[config.mk]
export PLATFORM = sky130hd
export DESIGN_NAME = spi_eeprom_page_writer
export DESIGN_NICKNAME = d
export VERILOG_FILES = /design/src/rtl/spi_eeprom_page_writer.sv
export SDC_FILE = /design/constraint.sdc
export NUM_CORES = 1
export LEC_CHECK = 0
export BUFFER_PORTS_ARGS = -buffer_cell sky130_fd_sc_hd__clkbuf_2
export CORE_UTILIZATION = 50
export CTS_BUF_LIST = sky130_fd_sc_hd__clkbuf_8
export CTS_CLUSTER_DIAMETER = 80
export DETAILED_ROUTE_END_ITERATION = 8
export GPL_ROUTABILITY_DRIVEN = 0
export PLACE_DENSITY = 0.71
export SLEW_MARGIN = 5
export SYNTH_ARGS = -nofsm -noshare
export SYNTH_HDL_FRONTEND = slang
export SYNTH_SLANG_ARGS = --single-unit
export TNS_END_PERCENT = 10
[constraint.sdc]
create_clock -name clk -period 2.6 [get_ports clk]
set_input_delay 0.13 -clock clk [delete_from_list [all_inputs] [get_ports clk]]
set_output_delay 0.13 -clock clk [all_outputs]
set_load 0.005 [all_outputs]
[src/rtl/spi_eeprom_page_writer.sv]
module spi_eeprom_page_writer #(
  parameter int ADDR_BITS  = 8,
  parameter int DEV_WORDS  = 256,
  parameter int PAGE_BYTES = 16,
  parameter int DIV        = 4,
  parameter int GNT_TRIES  = 16,
  parameter int STAT_TRIES = 8,
  parameter int GAP_CYC    = 250,
  parameter int SETTLE_CYC = 500000
) (
  input  logic        clk,
  input  logic        rst_n,
  input  logic        start,
  input  logic [15:0] offset,
  input  logic [15:0] count,
  input  logic [15:0] wr_data,
  input  logic        wr_valid,
  output logic        wr_ready,
  output logic        bus_req,
  input  logic        bus_gnt,
  output logic        sck,
  output logic        cs_n,
  output logic        mosi,
  input  logic        miso,
  output logic        busy,
  output logic        done,
  output logic        error
);
  localparam int TMAX = (SETTLE_CYC > GAP_CYC) ? ((SETTLE_CYC > DIV) ? SETTLE_CYC : DIV)
                                               : ((GAP_CYC > DIV) ? GAP_CYC : DIV);
  localparam int TW   = $clog2(TMAX + 1);
  localparam int RMAX = (GNT_TRIES > STAT_TRIES) ? GNT_TRIES : STAT_TRIES;
  localparam int RW   = $clog2(RMAX + 1);
  localparam int PB   = $clog2(PAGE_BYTES);

  typedef enum logic [4:0] {
    S_IDLE, S_REQ, S_PREP, S_RDSR, S_STAT, S_CHK, S_GAP, S_CSP, S_SHIFT,
    S_WREN, S_WEN2, S_WOP, S_WADDR, S_WDATA, S_NEXT, S_SETTLE, S_REARM
  } st_t;

  st_t st, ret;
  logic [15:0] ofs_r, cnt_r, idx, sh;
  logic [4:0]  bits;
  logic        rx, sck_r, cs_r, req_r, done_r, err_r;
  logic [TW-1:0] tmr;
  logic [RW-1:0] tries;

  logic [15:0] word, baddr;
  logic [31:0] ofs32;
  logic        bad, a8, half;

  assign word  = ofs_r + idx;
  assign baddr = {word[14:0], 1'b0};
  assign ofs32 = {16'h0, offset};
  assign bad   = (count == 16'h0) || (ofs32 >= 32'(DEV_WORDS)) ||
                 ({16'h0, count} > 32'(DEV_WORDS) - ofs32);
  assign a8    = (ADDR_BITS == 8) && (word >= 16'd128);
  assign half  = (tmr == TW'(DIV - 1));

  assign wr_ready = (st == S_WDATA);
  assign mosi     = (st == S_SHIFT) && !rx && sh[15];
  assign busy     = (st != S_IDLE);
  assign sck      = sck_r;
  assign cs_n     = cs_r;
  assign bus_req  = req_r;
  assign done     = done_r;
  assign error    = err_r;

  always_ff @(posedge clk or negedge rst_n) begin
    if (!rst_n) begin
      st <= S_IDLE; ret <= S_IDLE;
      ofs_r <= '0; cnt_r <= '0; idx <= '0; sh <= '0; bits <= '0;
      rx <= 1'b0; sck_r <= 1'b0; cs_r <= 1'b1; req_r <= 1'b0;
      tmr <= '0; tries <= '0; done_r <= 1'b0; err_r <= 1'b0;
    end else begin
      done_r <= 1'b0;
      err_r  <= 1'b0;
      unique case (st)
        S_IDLE: if (start) begin
          if (bad) err_r <= 1'b1;
          else begin
            ofs_r <= offset; cnt_r <= count; idx <= '0;
            req_r <= 1'b1; tries <= '0; st <= S_REQ;
          end
        end
        S_REQ: begin
          if (bus_gnt) begin
            tmr <= '0; st <= S_PREP;
          end else if (tries == RW'(GNT_TRIES - 1)) begin
            req_r <= 1'b0; err_r <= 1'b1; st <= S_IDLE;
          end else tries <= tries + 1'b1;
        end
        S_PREP: begin
          if (half) begin
            cs_r <= 1'b0; tries <= '0; st <= S_RDSR;
          end else tmr <= tmr + 1'b1;
        end
        S_RDSR: begin
          sh <= 16'h0500; bits <= 5'd8; rx <= 1'b0; tmr <= '0;
          ret <= S_STAT; st <= S_SHIFT;
        end
        S_STAT: begin
          sh <= 16'h0000; bits <= 5'd8; rx <= 1'b1; tmr <= '0;
          ret <= S_CHK; st <= S_SHIFT;
        end
        S_CHK: begin
          tmr <= '0;
          if (!sh[0]) begin
            cs_r <= 1'b1; ret <= S_WREN; st <= S_CSP;
          end else if (tries == RW'(STAT_TRIES - 1)) begin
            cs_r <= 1'b1; req_r <= 1'b0; err_r <= 1'b1; st <= S_IDLE;
          end else begin
            tries <= tries + 1'b1; st <= S_GAP;
          end
        end
        S_GAP: begin
          if (tmr == TW'(GAP_CYC - 1)) begin
            tmr <= '0; cs_r <= 1'b1; ret <= S_RDSR; st <= S_CSP;
          end else tmr <= tmr + 1'b1;
        end
        S_CSP: begin
          if (half) begin
            cs_r <= 1'b0; st <= ret;
          end else tmr <= tmr + 1'b1;
        end
        S_SHIFT: begin
          if (half) begin
            tmr <= '0;
            if (!sck_r) sck_r <= 1'b1;
            else begin
              sck_r <= 1'b0;
              sh    <= {sh[14:0], rx & miso};
              bits  <= bits - 1'b1;
              if (bits == 5'd1) st <= ret;
            end
          end else tmr <= tmr + 1'b1;
        end
        S_WREN: begin
          sh <= 16'h0600; bits <= 5'd8; rx <= 1'b0; tmr <= '0;
          ret <= S_WEN2; st <= S_SHIFT;
        end
        S_WEN2: begin
          cs_r <= 1'b1; tmr <= '0; ret <= S_WOP; st <= S_CSP;
        end
        S_WOP: begin
          sh <= {4'b0000, a8, 3'b010, 8'h00}; bits <= 5'd8; rx <= 1'b0; tmr <= '0;
          ret <= S_WADDR; st <= S_SHIFT;
        end
        S_WADDR: begin
          sh <= 16'(baddr << (16 - ADDR_BITS)); bits <= 5'(ADDR_BITS); rx <= 1'b0;
          tmr <= '0; ret <= S_WDATA; st <= S_SHIFT;
        end
        S_WDATA: if (wr_valid) begin
          sh <= {wr_data[7:0], wr_data[15:8]}; bits <= 5'd16; rx <= 1'b0; tmr <= '0;
          idx <= idx + 1'b1; ret <= S_NEXT; st <= S_SHIFT;
        end
        S_NEXT: begin
          if (idx == cnt_r || baddr[PB-1:0] == '0) begin
            cs_r <= 1'b1; tmr <= '0; st <= S_SETTLE;
          end else st <= S_WDATA;
        end
        S_SETTLE: begin
          if (tmr == TW'(SETTLE_CYC - 1)) begin
            req_r <= 1'b0;
            if (idx == cnt_r) begin
              done_r <= 1'b1; st <= S_IDLE;
            end else st <= S_REARM;
          end else tmr <= tmr + 1'b1;
        end
        S_REARM: begin
          req_r <= 1'b1; tries <= '0; st <= S_REQ;
        end
        default: st <= S_IDLE;
      endcase
    end
  end
endmodule

==> impl_metrics.csv, run 1 <==
group,metric,value,unit
synth,synth_edf_count,0,
synth,netlist-cell-type-count,76,
placement,io_buffers,61,
cts,cts_buffers,9,
cells_and_area,nets,1096,
timing,setup_violations,61,
drt,viasPerCell,5.909,
cells_and_area,final_area,9482,um^2
synth,synth_cells,827,
global_route,antenna_found_initial,0,
synth,yosys_warnings,0,
cts,cts_tree,"yes",
global_route,track_usage,28.05,%
drt,antenna_left,0,
timing,setup_slack,-0.4201,ns
pwr,power_density,324.8,nW/um^2
timing,report.final.slew_viol_count,0,
drt,post_drt_wl_per_cell,17.30,um
timing,fin_crit,3.020,ns
cells_and_area,fin_util,67.26,%
cts,clkLatencyLatePin,0.40,ns
timing,max_freq,0.3311,GHz
cells_and_area,drive_above_1_share,29.69,%
drt,dr.pass1.iters,8,
timing,post-route-period-util,116.2,%
cells_and_area,diodes,0,
floorplanning,die_w,123.3,um
cts,clk_pin_slew_worst_paths,0.11,ns
cells_and_area,syn_to_final_growth,28.88,%
worst_setup_path,worstSetupPathType,"in2reg",
floorplanning,core_area,14100,um^2
worst_setup_path,crit_path_top_delay_cell,"mux2_2",
min_path,hp-class,"in2reg",
worst_setup_path,crit_arrival,3.30,ns
status,status,"complete, but fails checks",
timing,rsz0062_at_grt,"yes",
floorplanning,pin_count,62,
synth,ys_ff_latch,108,
timing,finClkSkew,0.01651,ns
pwr,ir_drop,0.3420,mV
cts,cts-root-buf,"clkbuf_8",
worst_setup_path,r2r_start,"tmr[11]",
timing,worst_pin_slew,0.5398,ns
worst_setup_path,worstSetupStartpointType,"primary input",
status,violations,"negative setup slack",
synth,ys.flop_type,"dfrtp_1",
synth,synth.cell_area,7357,um^2
synth,yosysSeqAreaShare,36.75,%
cts,cts.sinks,108,
drt,route.vias.total,7014,
drt,drc_errors,0,
cts,htreeDepth,3,
synth,synth_nets,921,
global_route,first_global_vias,6655,
placement,place_area,8727,um^2
worst_setup_path,reg2reg_to,"st[0]",
min_path,hold_depth,3,
worst_setup_path,end_kind,"flip-flop",
global_route,grt_pass1_wl,32.89,mm
drt,drtIter0Drc,496,
global_route,grt_overflow,0,
pwr,power_leakage,4.592,nW
worst_setup_path,max_stage_delay,0.35,ns
floorplanning,start_util,52.19,%
timing,max_slew_margin,63.50,%
global_route,grt_max_degree,64,
synth,avgSynthCellArea,8.896,um^2
placement,dp_hpwl,15.08,mm
floorplanning,dieHeight,123.3,um
min_path,hp-start,"wr_data[12]",
floorplanning,row_count,43,
floorplanning,die_area,15200,um^2
timing,hold_viol_final,0,
drt,wirelength,20.54,mm
min_path,hold_end,"sh[4]",
worst_setup_path,r2r_slack,-0.21,ns
synth,synth_async_sr_flop_share,100.0,%
cts,clockBufferDepth,2,
worst_setup_path,reg2regPathDepth,8,
job,maxCapViolations,0,
worst_setup_path,crit_chain,"buf_8, nor4_4, buf_4, nand3_4, a21o_1, buf_6, xnor2_4, ha_4, nand4_1, buf_4, a2111oi_4, nor4b_4, o31ai_4, buf_6, buf_16, mux2_2",
worst_setup_path,crit_path_max_fanout,14,
worst_setup_path,cp.required,2.88,ns
through the flow:
stage | worst slack [ns] | power [W] | cells | hold slack [ns] | setup TNS [ns]
final | -0.4201 | 0.003079 | 1187 | 0.01528 | -18.32
after global routing | -0.5804 | 0.003199 | 1187 | 0.01143 | -30.19
after CTS | -0.4043 | 0.003077 | 1181 | 0.003300 | -18.29
after detailed placement | -0.9065 | 0.001959 | 1155 | 0.03480 | -55.26
after global placement | -0.8422 | 0.001955 | 1155 | 0.03053 | -51.14
after floorplan | -0.6372 | 0.001798 | 827 | -0.1656 | -25.48
how the worst max path moves through the flow:
stage,from,endpoint,slack [ns],cells past startpoint
floorplan,offset[4],cnt_r[10],-0.64,14
global placement,offset[4],ofs_r[7],-0.84,16
detailed placement,offset[4],cnt_r[10],-0.91,16
CTS,offset[3],cnt_r[11],-0.40,17
global route,offset[4],tries[2],-0.58,17
finish,offset[4],ofs_r[5],-0.42,16
worst max-delay path: cells and delay by family:
| kind | cells | cell delay, ns |
|---|---|---|
| compound gates | 3 | 0.80 |
| xor+xnor | 1 | 0.14 |
| fa+ha+maj | 1 | 0.28 |
| buf+inv | 6 | 0.94 |
| mux | 1 | 0.35 |
| simple gates | 4 | 0.65 |
registers in the layout, summed over array words and instances, names as in the netlist, 5 cells and up:
name / flops
idx: 16
bits: 5
ofs_r: 16
st: 5
tmr: 19
tries: 5
cnt_r: 16
sh: 16
synthesized netlist by cell type (all sizes together), types with 4 or more instances:
master	n	area share (%)
a2111oi	4	0.65
a22oi	10	1.0
o21a	6	0.71
nand2b	4	0.34
nor4	15	1.4
buf	6	0.46
and2	20	1.7
nand4	14	1.2
a41oi	4	0.48
nor3	23	1.6
nand3	35	2.4
mux2	25	3.8
nand2	73	3.8
a222oi	4	0.54
dfrtp	107	36
a21o	10	1.0
and3	16	1.4
a22o	8	0.95
xnor2	26	3.1
o31ai	9	1.2
inv	29	1.5
o22ai	5	0.43
nor2	76	3.9
o21ai	58	4.0
or3	10	0.85
clkbuf	29	1.5
ha	39	6.6
xor2	35	4.2
nand3b	9	0.92
a31oi	8	0.68
a21oi	35	2.4
nor2b	13	1.1
nor4b	4	0.48
or4	6	0.66
a221oi	6	0.71
report_power, final:
| part | internal [W] | switching (W) | total [W] |
|---|---|---|---|
| combinational | 0.000133 | 0.000162 | 0.000295 |
| clock | 0.000500 | 0.000604 | 0.00110 |
| sequential | 0.00168 | 0.000000625 | 0.00168 |
placed cells by master, fill, tap and decap left out, types with 4 or more instances in the layout:
cell type and count:
dfrtp_1 107, buf_6 7, nor3_1 20, nand2_1 71
o21ai_2 7, or3_1 10, a41oi_1 4, inv_1 29
a21oi_1 33, a21o_1 10, and2_1 19, ha_1 36
nand3b_1 9, nand2b_1 4, o31ai_1 6, o21a_1 5
and3_1 15, o21ai_0 37, mux2_2 12, nand3_1 32
clkbuf_8 12, a31oi_1 8, nor2_1 74, a22o_1 8
mux2_4 13, a222oi_1 4, xnor2_1 25, a221oi_1 5
nand4_1 14, o21ai_1 14, xor2_1 33, a22oi_1 10
clkbuf_2 56, buf_4 127, nor4_1 10, nor2b_1 11
layer usage:
layer	track usage [%]	share of wire, %
met4	9.563	2.7
met3	5.166	5.4
met5	0	0
met1	38.56	47
met2	44.38	45
cells by family after synthesis:
logic type / Yosys count / synth area share (%)
AND/OR/NAND/NOR: 335 / 23.49
multiplexers: 28 / 4.235
flip-flops: 108 / 36.75
AO/OA/AOI/OAI: 191 / 17.94
XOR/XNOR: 61 / 7.262
buffers and inverters: 64 / 3.418
adder cells (fa/ha/maj): 40 / 6.905
area by class of cell:
type                       instances  area (um^2)
multi-input combinational        655         4770
fill                            1125         4614
sequential                       108         2704
timing repair buffer             199         1464
tap                              180        225.2
clock buffer                      11        151.4
inverter                          29        108.9
clock inverter                     5        58.81
repair_timing:
item | 4_1_cts | 5_1_grt
setup endpoints to repair | 97 | 100
pin swaps | 21 | 18
setup buffers | 8 | 6
cloned | 1 | 1
resized for setup | 44 | 56
endpoints found under the hold margin | 80 | 0
hold buffers | 1 | 0
(Power assumes the default switching activity.)
==> run 2, diff against run 1 <==
--- a/config.mk
+++ b/config.mk
@@ -6,12 +6,13 @@
 export NUM_CORES = 1
 export LEC_CHECK = 0
 export BUFFER_PORTS_ARGS = -buffer_cell sky130_fd_sc_hd__clkbuf_2
-export CORE_UTILIZATION = 50
+export CORE_MARGIN = 3
+export CORE_UTILIZATION = 45
 export CTS_BUF_LIST = sky130_fd_sc_hd__clkbuf_8
 export CTS_CLUSTER_DIAMETER = 80
 export DETAILED_ROUTE_END_ITERATION = 8
 export GPL_ROUTABILITY_DRIVEN = 0
-export PLACE_DENSITY = 0.71
+export PLACE_DENSITY = 0.65
 export SLEW_MARGIN = 5
 export SYNTH_ARGS = -nofsm -noshare
 export SYNTH_HDL_FRONTEND = slang
==> constraint.sdc (replaced) <==
create_clock -name clk -period 2.6 [get_ports clk]
set_input_delay 0.52 -clock clk [delete_from_list [all_inputs] [get_ports clk]]
set_output_delay 0.52 -clock clk [all_outputs]
set_load 0.005 [all_outputs]
==> run 2 against run 1 <==
Against the previous run: the flow still finishes with violations (negative setup slack); critical path depth rose by 2; power fell by 3.2%; global-route usage fell by 4.8 points; fmax fell by 10%; setup slack got worse by 0.35 ns.
==> impl_metrics.csv, run 2 (same netlist as run 1, synthesis figures left out) <==
group,metric,value,unit
cts,clkLatencyLatePin,0.39,ns
worst_setup_path,end_kind,"flip-flop",
min_path,hp-class,"in2async",
cells_and_area,largest_register_ffs,19,
worst_setup_path,crit_start,"offset[3]",
status,violations,"negative setup slack",
cells_and_area,drive_above_1_share,30.76,%
timing,report.final.slew_viol_count,0,
worst_setup_path,crit_arrival,3.65,ns
timing,max_slew_margin,61.60,%
global_route,first_global_vias,6729,
pwr,power_density,309.5,nW/um^2
floorplanning,start_util,46.15,%
timing,post-route-period-util,129.4,%
worst_setup_path,max_stage_delay,0.34,ns
placement,io_buffers,61,
worst_setup_path,cp-endpoint,"cnt_r[2]",
pwr,power.switching,0.0007642,W
placement,dpl_worst_slack,-1.228,ns
worst_setup_path,worstSetupStartpointType,"primary input",
drt,dr.pass1.iters,6,
worst_setup_path,path_common_cell,"buf_4",
cells_and_area,syn_to_final_growth,30.92,%
cts,clk_pin_slew_worst_paths,0.10,ns
worst_setup_path,reg2regPathDepth,8,
cts,cts_tree,"yes",
timing,timing.hold.ws,0.1006,ns
global_route,track_usage,23.24,%
pwr,power_leakage,4.673,nW
timing,worst_pin_slew,0.5681,ns
status,status,"complete, but fails checks",
cells_and_area,top_register,"tmr",
worst_setup_path,r2r_start,"tmr[11]",
global_route,antenna_found_initial,0,
cells_and_area,nets,1113,
drt,drtIter0Drc,462,
floorplanning,die_area,17920,um^2
floorplanning,dieHeight,133.9,um
worst_setup_path,reg2reg_to,"st[0]",
timing,max_freq,0.2971,GHz
worst_setup_path,crit_chain,"buf_8, nor4_4, nand3_1, nand2_1, nand2b_1, buf_4, nor2_2, xor2_1, ha_1, nand4_1, buf_4, a2111oi_4, nor4b_4, o31ai_4, buf_6, buf_12, buf_16, mux2_2",
global_route,grt_max_degree,48,
cts,cts.sinks,108,
timing,setup_violations,65,
worst_setup_path,crit_path_top_delay_cell,"mux2_2",
worst_setup_path,r2r_slack,-0.23,ns
timing,setup_slack,-0.7655,ns
worst_setup_path,cp.required,2.88,ns
cells_and_area,final_cell_mix,"141 x buf_4, 107 x dfrtp_1, 71 x nor2_1, 71 x nand2_1, 58 x clkbuf_2",
drt,post_drt_wl_per_cell,16.46,um
placement,dp_hpwl,15.60,mm
drt,drc_errors,0,
job,maxCapViolations,0,
floorplanning,die_w,133.9,um
timing,fin_crit,3.366,ns
timing,hold_viol_final,0,
cts,clockBufferDepth,2,
drt,antenna_left,0,
global_route,grt_overflow,0,
pwr,p_int,0.002217,W
floorplanning,core_area,15940,um^2
cts,htreeDepth,3,
cts,cts_buffers,9,
cells_and_area,diodes,0,
pwr,sw_frac_of_total,25.64,%
worst_setup_path,worstSetupPathType,"in2reg",
cts,cts-root-buf,"clkbuf_8",
pwr,power_frac_clock,34.0,%
pwr,ir_drop,0.2184,mV
global_route,grt_pass1_wl,33.75,mm
timing,rsz0062_at_grt,"yes",
timing,finClkSkew,0.01563,ns
cells_and_area,layout_commonest_cell,"buf_4",
pwr,seqPwrFrac,56.3,%
drt,viasPerCell,5.590,
drt,wirelength,20.42,mm
pwr,p_comb_share,9.7,%
cts,cts_hold_buf,0,
floorplanning,pin_count,62,
worst_setup_path,crit_path_max_fanout,14,
floorplanning,row_count,46,
drt,route.vias.total,6932,
## run 2: worst min path at each step
stage | start | slack, ns | end | cells past startpoint
finish | rst_n | 0.10 | ofs_r[15] | 1
global route | rst_n | 0.13 | idx[15] | 1
CTS | rst_n | 0.11 | ofs_r[14] | 1
detailed placement | sh[1] | 0.47 | sh[1] | 2
global placement | sh[13] | 0.47 | sh[13] | 2
floorplan | rst_n | 0.22 | bits[0] | 0
## run 2: per-layer routing
metal | vias to the layer above | part of all wire (%) | GRT usage (%) | routed length [um]
li1 | 3414 | - | - | -
met5 | - | 0 | 0 | 0
met1 | 3305 | 48 | 33.30 | 9738
met2 | 187 | 45 | 36.10 | 9186
met4 | 0 | 1.7 | 6.686 | 352
met3 | 26 | 5.6 | 4.351 | 1139
## run 2: what timing repair did
action | 4_1_cts | 5_1_grt
endpoints found under the setup margin | 82 | 86
pin swaps | 7 | 14
buffers inserted | 4 | 4
endpoints found under the hold margin | 0 | 0
gates resized for setup | 17 | 68
gates cloned | 2 | 0
## run 2: metrics by stage
stage               setup TNS, ns  cells  power (W)  instance area (um^2)  util, %
global placement           -70.59   1215   0.001978                  8977    56.31
detailed placement         -74.55   1215   0.001982                  8977    56.31
floorplan                  -48.88    827   0.001798                  7406        -
CTS                        -37.03   1236   0.002994                  9346    58.63
finish                     -38.36   1240   0.002981                  9632    60.41
global route               -49.77   1240   0.003106                  9632    60.41
## run 2: cell type report
class	count	area (um^2)
fill	1415	6311
timing repair buffer	216	1629
clock buffer	11	151.4
clock inverter	5	35.03
tap	216	270.3
multi-input combinational	655	4730
sequential	108	2704
inverter	29	112.6
## run 2: power groups by stage
stage / clock [W] / combinational, W / sequential, W
after floorplan: 0 / 0.0000846 / 0.00171
after global placement: 0 / 0.000265 / 0.00171
after detailed placement: 0 / 0.000269 / 0.00171
after CTS: 0.00104 / 0.000276 / 0.00168
after global routing: 0.00110 / 0.000322 / 0.00168
final: 0.00101 / 0.000289 / 0.00168
## run 2: worst max-delay path, delay by kind of cell
family	cells	cell delay, ns
simple gates	7	1.00
buf+inv	6	0.80
compound gates	2	0.57
mux	1	0.34
fa+ha+maj	1	0.32
xor+xnor	1	0.08
==> run 3, diff against run 2 <==
--- a/config.mk
+++ b/config.mk
@@ -5,6 +5,7 @@
 export SDC_FILE = /design/constraint.sdc
 export NUM_CORES = 1
 export LEC_CHECK = 0
+export ABC_AREA = 1
 export BUFFER_PORTS_ARGS = -buffer_cell sky130_fd_sc_hd__clkbuf_2
 export CORE_MARGIN = 3
 export CORE_UTILIZATION = 45
==> run 3 against run 2 <==
Against the previous run: power up 100%; largest power group is now combinational logic; register-to-register slack improved by 0.40 ns; critical path depth grew 4; critical endpoint is now idx[1]; the run still ends with negative setup slack left; cell count rose by 19%; utilization is 6.0 points lower; clock skew rose by 0.0060 ns; sequential share of layout area is 0.54 points higher.
==> impl_metrics.csv, run 3 <==
group,metric,value,unit
synth,synth.area.top_cells,"dfrtp_1 33%, nand2_1 15%, inv_1 7.2%",
timing,max_slew_margin,64.22,%
drt,dr.pass1.iters,5,
cts,cts.sinks,108,
timing,finalSetupTns,-1.482,ns
worst_setup_path,crit_arrival,3.03,ns
floorplanning,start_util,46.08,%
synth,synth_async_sr_flop_share,100.0,%
global_route,grt_overflow,0,
floorplanning,core_area,17360,um^2
cells_and_area,fillers,1706,
worst_setup_path,worstSetupStartpointType,"primary input",
floorplanning,die_w,139.3,um
timing,max_freq,0.3671,GHz
timing,fin_crit,2.724,ns
pwr,ir_drop,0.3882,mV
timing,finClkSkew,0.02161,ns
cells_and_area,largest_register_ffs,19,
cts,htreeDepth,3,
floorplanning,pin_count,62,
pwr,power_density,638.8,nW/um^2
status,violations,"negative setup slack",
cts,clockBufferDepth,2,
min_path,hp-start,"wr_data[0]",
synth,synth_edf_count,0,
cells_and_area,syn_to_final_growth,18.18,%
cells_and_area,stdcell_count,1479,
timing,setup_slack,-0.1239,ns
cells_and_area,layout_commonest_cell,"nand2_1",
worst_setup_path,r2r_start,"ofs_r[0]",
synth,yosysSeqAreaShare,33.81,%
min_path,hp-class,"in2reg",
drt,post_drt_wl_per_cell,14.67,um
worst_setup_path,worstSetupPathType,"in2reg",
drt,route.vias.total,7692,
synth,synth_nets,1234,
synth,avgSynthCellArea,7.016,um^2
cts,cts-root-buf,"clkbuf_8",
floorplanning,row_count,48,
worst_setup_path,crit_chain,"clkbuf_16, inv_16, ha_4, nand3_4, nor2_4, nand2_2, o21ai_2, nand2_2, xor2_1, ha_1, nand2_1, nor2_1, nand4_1, o21ai_1, nor2_1, nand2_2, nand2_2, nand2_4, nand2_8, clkbuf_16, nand2_4, o21ai_2",
cts,cts_tree,"yes",
floorplanning,dieHeight,139.3,um
worst_setup_path,crit_path_top_delay_cell,"ha_1",
synth,ys.flop_type,"dfrtp_1",
global_route,antenna_found_initial,0,
synth,synthTopCellsByCount,"315 x nand2_1, 154 x inv_1, 107 x dfrtp_1, 106 x nor2_1, 62 x o21ai_0",
global_route,grt_max_degree,51,
drt,viasPerCell,5.201,
global_route,grt_pass1_wl,36.17,mm
worst_setup_path,crit_start,"offset[1]",
floorplanning,die_area,19410,um^2
cts,clk_pin_slew_worst_paths,0.12,ns
cells_and_area,drive_above_1_share,17.46,%
synth,ys_ff_latch,108,
drt,wirelength,21.70,mm
synth,synth_top_area_share,33.48,%
worst_setup_path,cp.required,2.91,ns
drt,drtIter0Drc,445,
synth,yosys_warnings,0,
global_route,first_global_vias,7272,
drt,drc_errors,0,
cells_and_area,final_cell_mix,"301 x nand2_1, 150 x inv_1, 107 x dfrtp_1, 105 x nor2_1, 58 x clkbuf_2",
cells_and_area,top_register,"tmr",
synth,netlist-cell-type-count,58,
timing,post-route-period-util,104.8,%
worst_setup_path,crit_path_max_fanout,7,
synth,yosysMostFrequentCell,"nand2_1",
cts,clkLatencyLatePin,0.41,ns
cells_and_area,nets,1343,
synth,synth.cell_area,7998,um^2
cells_and_area,diodes,0,
timing,hold_viol_final,0,
drt,antenna_left,0,
timing,report.final.slew_viol_count,0,
cells_and_area,fin_util,54.46,%
placement,dp_hpwl,17.13,mm
timing,setup_violations,24,
global_route,track_usage,22.66,%
worst_setup_path,path_common_cell,"nand2_2",
worst_setup_path,end_kind,"flip-flop",
worst_setup_path,max_stage_delay,0.29,ns
synth,synth_cells,1140,
timing,worst_pin_slew,0.5326,ns
pwr,power_leakage,4.786,nW
job,maxCapViolations,0,
placement,dp.cells,1456,
cts,cts_buffers,9,
synth,synth_top_area_cell,"dfrtp_1",
status,status,"complete, but fails checks",
timing,rsz0062_at_grt,"yes",
placement,io_buffers,61,
run 3: layout make-up:
class,instances,area (um^2),area share (%)
clock buffers,9,123.9,1.311
clock inverters,7,108.9,1.152
inverters,169,669.4,7.082
multi-input cells,842,4722,49.96
flip-flops and latches,108,2704,28.61
well taps,225,281.5,2.979
repair buffers,118,835.8,8.843
repair inverters,1,6.256,0.06619
run 3: power breakdown:
part	internal [W]	switching, W
Combinational	0.000945	0.00181
Sequential	0.00190	0.000160
Clock	0.000559	0.000665
run 3: critical path, delay by kind of cell:
| family | cells | cell delay [ns] |
|---|---|---|
| XOR/XNOR | 1 | 0.15 |
| buffers and inverters | 3 | 0.37 |
| AND/OR/NAND/NOR | 13 | 1.17 |
| AO/OA/AOI/OAI | 3 | 0.36 |
| adder cells (fa/ha/maj) | 2 | 0.42 |
run 3: final timing paths:
kind                       slack, ns  cells after the start        to
hold reg to reg                 0.49                      2  ofs_r[9]
setup reg to reg                0.17                     11    tmr[5]
setup / recovery               -0.12                     22    idx[1]
hold / removal                  0.36                      3     sh[8]
min in group asynchronous       0.51                      2     sh[3]
max in group asynchronous       1.44                      3      cs_n
run 3: timing repair:
action                                  in CTS  in global routing
gates resized for setup                     18                 30
hold buffers                                 1                  0
buffers inserted                             1                  3
endpoints found under the setup margin      46                 65
endpoints found under the hold margin       15                  0
gates cloned                                 1                  1
pin swaps                                   14                 18
run 3: logic make-up after synthesis:
group                      after synthesis  share of synthesized area, %
and+or+nand+nor                        574                         31.09
buffers and inverters                  190                         9.559
AOI/OAI and AO/OA                      171                         12.95
DFF                                    108                         33.81
xor gates and xnor gates                57                         6.242
adders and majority gates               40                         6.352
run 3: through the flow:
stage	area [um^2]	power [W]	hold WS, ns	setup WS [ns]
after global placement	8976	0.004581	0.4119	-0.5187
after floorplan	8089	0.003803	0.2244	-0.1214
final	9452	0.006038	0.3560	-0.1239
after global routing	9452	0.006449	0.3757	-0.3149
after CTS	9318	0.005945	0.3380	-0.03162
after detailed placement	8976	0.004610	0.4123	-0.5748
run 3: routing by layer:
layer | GRT usage [%] | up-vias | routed length, um
met5 | 0 | - | 0
met4 | 5.767 | 0 | 389
met3 | 3.677 | 31 | 1128
met2 | 36.74 | 200 | 10240
met1 | 31.72 | 3526 | 9947
li1 | - | 3935 | -
